<file path="config.mk">
export PLATFORM = sky130hd
export DESIGN_NAME = cfgsw_outmux
export DESIGN_NICKNAME = d
export VERILOG_FILES = /design/src/rtl/cfgsw_pkg.sv /design/src/rtl/cfgsw_muxbank.sv /design/src/rtl/cfgsw_force_gate.sv /design/src/rtl/cfgsw_hold_latch.sv /design/src/rtl/cfgsw_outmux.sv
export SDC_FILE = /design/constraint.sdc
export NUM_CORES = 1
export LEC_CHECK = 0
export ABC_CLOCK_PERIOD_IN_PS = 1050
export BUFFER_PORTS_ARGS = -buffer_cell sky130_fd_sc_hd__buf_2
export CORE_AREA = 5 5 42 44
export DETAILED_ROUTE_END_ITERATION = 16
export DIE_AREA = 0 0 47 49
export SYNTH_ARGS = -nofsm -noshare
export SYNTH_HDL_FRONTEND = slang
export SYNTH_SLANG_ARGS = --single-unit
</file>
<file path="constraint.sdc">
create_clock -name clk -period 1.05 [get_ports clk]
set_input_delay 0.21 -clock clk [delete_from_list [all_inputs] [get_ports clk]]
set_output_delay 0.21 -clock clk [all_outputs]
set_load 0.02 [all_outputs]
</file>
<file path="src/rtl/cfgsw_pkg.sv">
package cfgsw_pkg;

    localparam int SW_WIDTH_DEF = 5;

    typedef enum logic {
        SRC_STORED = 1'b0,
        SRC_PINS   = 1'b1
    } src_e;

    // Convert a logic level to an open-drain pull-down enable.
    function automatic logic lvl_to_pd(input logic lvl);
        return ~lvl;
    endfunction

    // Decode the mode select level into the source of the switched lines.
    function automatic src_e src_from_sel(input logic sel);
        return sel ? SRC_PINS : SRC_STORED;
    endfunction

    // Pick one bit from the chosen source.
    function automatic logic pick_bit(input src_e src, input logic stored, input logic pin);
        return (src == SRC_PINS) ? pin : stored;
    endfunction

endpackage

</file>
<file path="src/rtl/cfgsw_muxbank.sv">
module cfgsw_muxbank
    import cfgsw_pkg::*;
#(
    parameter int SW_W = SW_WIDTH_DEF
) (
    input  src_e            src,
    input  logic [SW_W-1:0] stored,
    input  logic [SW_W-1:0] pins,
    output logic [SW_W-1:0] lvl
);
    for (genvar i = 0; i < SW_W; i++) begin : g_bit
        always_comb lvl[i] = pick_bit(src, stored[i], pins[i]);
    end
endmodule

</file>
<file path="src/rtl/cfgsw_force_gate.sv">
module cfgsw_force_gate
    import cfgsw_pkg::*;
#(
    parameter int SW_W = SW_WIDTH_DEF
) (
    input  logic            force_low,
    input  logic [SW_W-1:0] lvl_in,
    output logic [SW_W-1:0] pd_out
);
    for (genvar i = 0; i < SW_W; i++) begin : g_bit
        always_comb pd_out[i] = force_low ? 1'b1 : lvl_to_pd(lvl_in[i]);
    end
endmodule

</file>
<file path="src/rtl/cfgsw_hold_latch.sv">
module cfgsw_hold_latch (
    input  logic clk,
    input  logic rst,
    input  logic transparent,
    input  logic d_lvl,
    output logic q_lvl
);
    logic held_q;

    // Samples the shown value on each edge the latch is open.
    always_ff @(posedge clk) begin
        if (rst || transparent) begin
            held_q <= d_lvl;
        end
    end

    always_comb q_lvl = (rst || transparent) ? d_lvl : held_q;
endmodule

</file>
<file path="src/rtl/cfgsw_outmux.sv">
module cfgsw_outmux
    import cfgsw_pkg::*;
#(
    parameter int SW_W = SW_WIDTH_DEF
) (
    input  logic            clk,
    input  logic            rst,
    input  logic            mode_sel,
    input  logic            ovr_n,
    input  logic [SW_W-1:0] ext_in,
    input  logic [SW_W:0]   cfg_word,
    output logic [SW_W-1:0] sel_out_pd,
    output logic            held_out_pd
);
    localparam int HOLD_IDX = SW_W;

    src_e            src;
    logic            force_low;
    logic [SW_W-1:0] sw_lvl;
    logic            hold_shown;
    logic            hold_lvl;

    always_comb begin
        src        = src_from_sel(mode_sel);
        force_low  = ~ovr_n && (src == SRC_STORED);
        hold_shown = force_low ? 1'b0 : cfg_word[HOLD_IDX];
    end

    cfgsw_muxbank #(.SW_W(SW_W)) mux_i (
        .src    (src),
        .stored (cfg_word[SW_W-1:0]),
        .pins   (ext_in),
        .lvl    (sw_lvl)
    );

    cfgsw_force_gate #(.SW_W(SW_W)) gate_i (
        .force_low (force_low),
        .lvl_in    (sw_lvl),
        .pd_out    (sel_out_pd)
    );

    cfgsw_hold_latch hold_i (
        .clk         (clk),
        .rst         (rst),
        .transparent (src == SRC_STORED),
        .d_lvl       (hold_shown),
        .q_lvl       (hold_lvl)
    );

    always_comb held_out_pd = lvl_to_pd(hold_lvl);
endmodule

</file>
==> flow_summary.yaml <==
status:
  outcome: "complete, but fails checks"
  violations: "negative setup slack"
logic_synthesis:
  synth_top_area_share_pct: 22.58
  seq_area_frac_synth_pct: 19.35
  yosys_warnings: 0
  syn_inst: 17
  synth_area_leader_cell: "and3b_1"
  ys_top_cells_by_area: "and3b_1 23%, edfxtp_1 19%, a21oi_1 16%, a2bb2oi_2 9.7%, buf_6 7.3%"
  synth_nets: 32
  synthTopCellsByCount: "5 x a21oi_1, 4 x and3b_1"
  ys_async_sr_fraction_pct: 0
  synth_seq_cells: 1
  post-synth-top-count-cell: "a21oi_1"
  ys_types: 10
  avgSynthCellArea_um2: 9.126
  synth_area_um2: 155.1
  ys.flop_type: "edfxtp_1"
  synth-edff-count: 1
clocking:
  cts_setup_buffers: 0
  clk_pin_slew_ns: 0
  hold_buffers: 0
placement:
  port_buffers: 20
  hpwl_um: 457.1
  pre_cts_slack_ns: -0.1126
  gp_congestion: 0.5701
  dpl_cell_area_um2: 294.0
worst_setup_path:
  crit_path_max_fanout: 4
  start_kind: "input pin"
  crit_path_end_kind: "output pin"
  cp.required_ns: 0.84
  crit_arrival_ns: 0.87
  crit_type: "input pin to output pin"
cells_and_area:
  areaGrowthSynthToFinish_pct: 120.2
  fin_nets: 57
  final_area_um2: 341.6
  drive_gt1_share_pct: 75.00
  num_antenna_cells: 0
  n_fill_cell: 168
power_and_ir_drop:
  internal-power_mw: 0.1303
  comb_power_share_pct: 73.9
  swShare_pct: 32.65
  switching_power_mw: 0.06314
  p_leak_nw: 0.1815
  p_per_area_nw_per_um2: 566.2
  peakVddDrop_uv: 139.4
  seqPwrFrac_pct: 26.1
  clkPwrFrac_pct: 0
global_routing:
  antenna_found_initial: 0
  grt-ovfl-total: 0
  grt_max_degree: 10
  grtUsageTotal_pct: 3.797
  grt_pass1_vias: 175
  grt_first_pass_wirelength_um: 696
floorplanning:
  coreArea_um2: 1401
  die_x_um: 47
  start_util_pct: 11.07
  io_pins: 21
  dieArea_um2: 2303
  num_rows: 14
  fp.dieH_um: 49
timing:
  finalSetupViolCount: 4
  rsz0062_at_grt: "true"
  max_freq_mhz: 925.6
  maxSlewHeadroom_pct: 92.97
  tightest_slew_ns: 0.1055
  fin_crit_sh_pct: 102.9
  final-max-slew-violation-count: 0
  period_needed_ns: 1.080
  hold_viol: 0
  finalWorstSetupSlack_ns: -0.03037
routing:
  ant_nets: 0
  routed_via_density: 3.732
  drt_wl_total_um: 551
  wire_per_inst_um: 9.839
  drc_errors: 0
  vias: 209
  drt_first_pass_iters: 2
  first_iter_violations: 1
run:
  maxCapViolations: 0
hold_path:
  min_path_type: "input pin to register"
final cells by class:
class / instances / area, um2 / share of cell area, %
well taps: 16 / 20.02 / 5.861
flip-flops and latches: 1 / 30.03 / 8.791
repair buffers: 24 / 162.7 / 47.62
multi-input cells: 14 / 125.1 / 36.63
inverters: 1 / 3.754 / 1.099
layout by cell type (no fill, tap or decap), drive strengths merged:
cell / count
a21oi: 5
a2bb2oi: 1
and3b: 5
buf: 24
edfxtp: 1
inv: 1
mux2: 1
nand2b: 1
o21a: 1
what timing repair did:
item,in CTS,in global routing
pin swaps,1,0
gates resized for setup,12,3
endpoints found under the setup margin,5,5
metrics by stage:
step | TNS (ns) | power (mW) | std cells | hold WS (ns) | utilization, %
global route | -0.1756 | 0.2039 | 56 | 0.5403 | 24.38
global placement | -0.3946 | 0.1681 | 56 | 0.5236 | 20.98
finish | -0.04531 | 0.1934 | 56 | 0.5242 | 24.38
floorplan | 0 | 0.1129 | 17 | 0.3961 | -
CTS | -0.03287 | 0.1894 | 56 | 0.5295 | 23.57
detailed placement | -0.4029 | 0.1697 | 56 | 0.5268 | 20.98
power by group through the flow:
stage	clock [mW]	combinational [mW]	sequential [mW]
after global placement	0	0.118	0.0502
after floorplan	0	0.0629	0.0500
after global routing	0	0.153	0.0507
final	0	0.143	0.0504
after detailed placement	0	0.119	0.0505
after CTS	0	0.139	0.0505
metal layers:
metal / part of all wire [%] / up-vias / track usage [%]
li1: - / 111 / -
met1: 35 / 89 / 4.158
met2: 55 / 9 / 7.919
met3: 10 / 0 / 0
met4: 0 / 0 / 0
met5: 0 / - / 0
path summary, 6_finish.rpt:
path / from / end / slack [ns] / cells past startpoint
max: mode_sel / held_out_pd / -0.03 / 4
min: cfg_word[5] / register / 0.52 / 2
worst max-delay path, cell delays in order:
cell,delay [ns]
buf_8,0.10
mux2_4,0.29
a2bb2oi_2,0.12
buf_4,0.15
kinds of logic (layout without fill, tap and decap cells):
family / Yosys count / count (layout) / synth area share (%)
AO/OA/AOI/OAI: 7 / 7 / 30.64
buffers and inverters: 2 / 25 / 9.675
flip-flops: 1 / 1 / 19.36
multiplexers: 1 / 1 / 7.258
AND/OR/NAND/NOR: 6 / 6 / 33.07
Note: power is estimated with default switching activity, not from simulation.
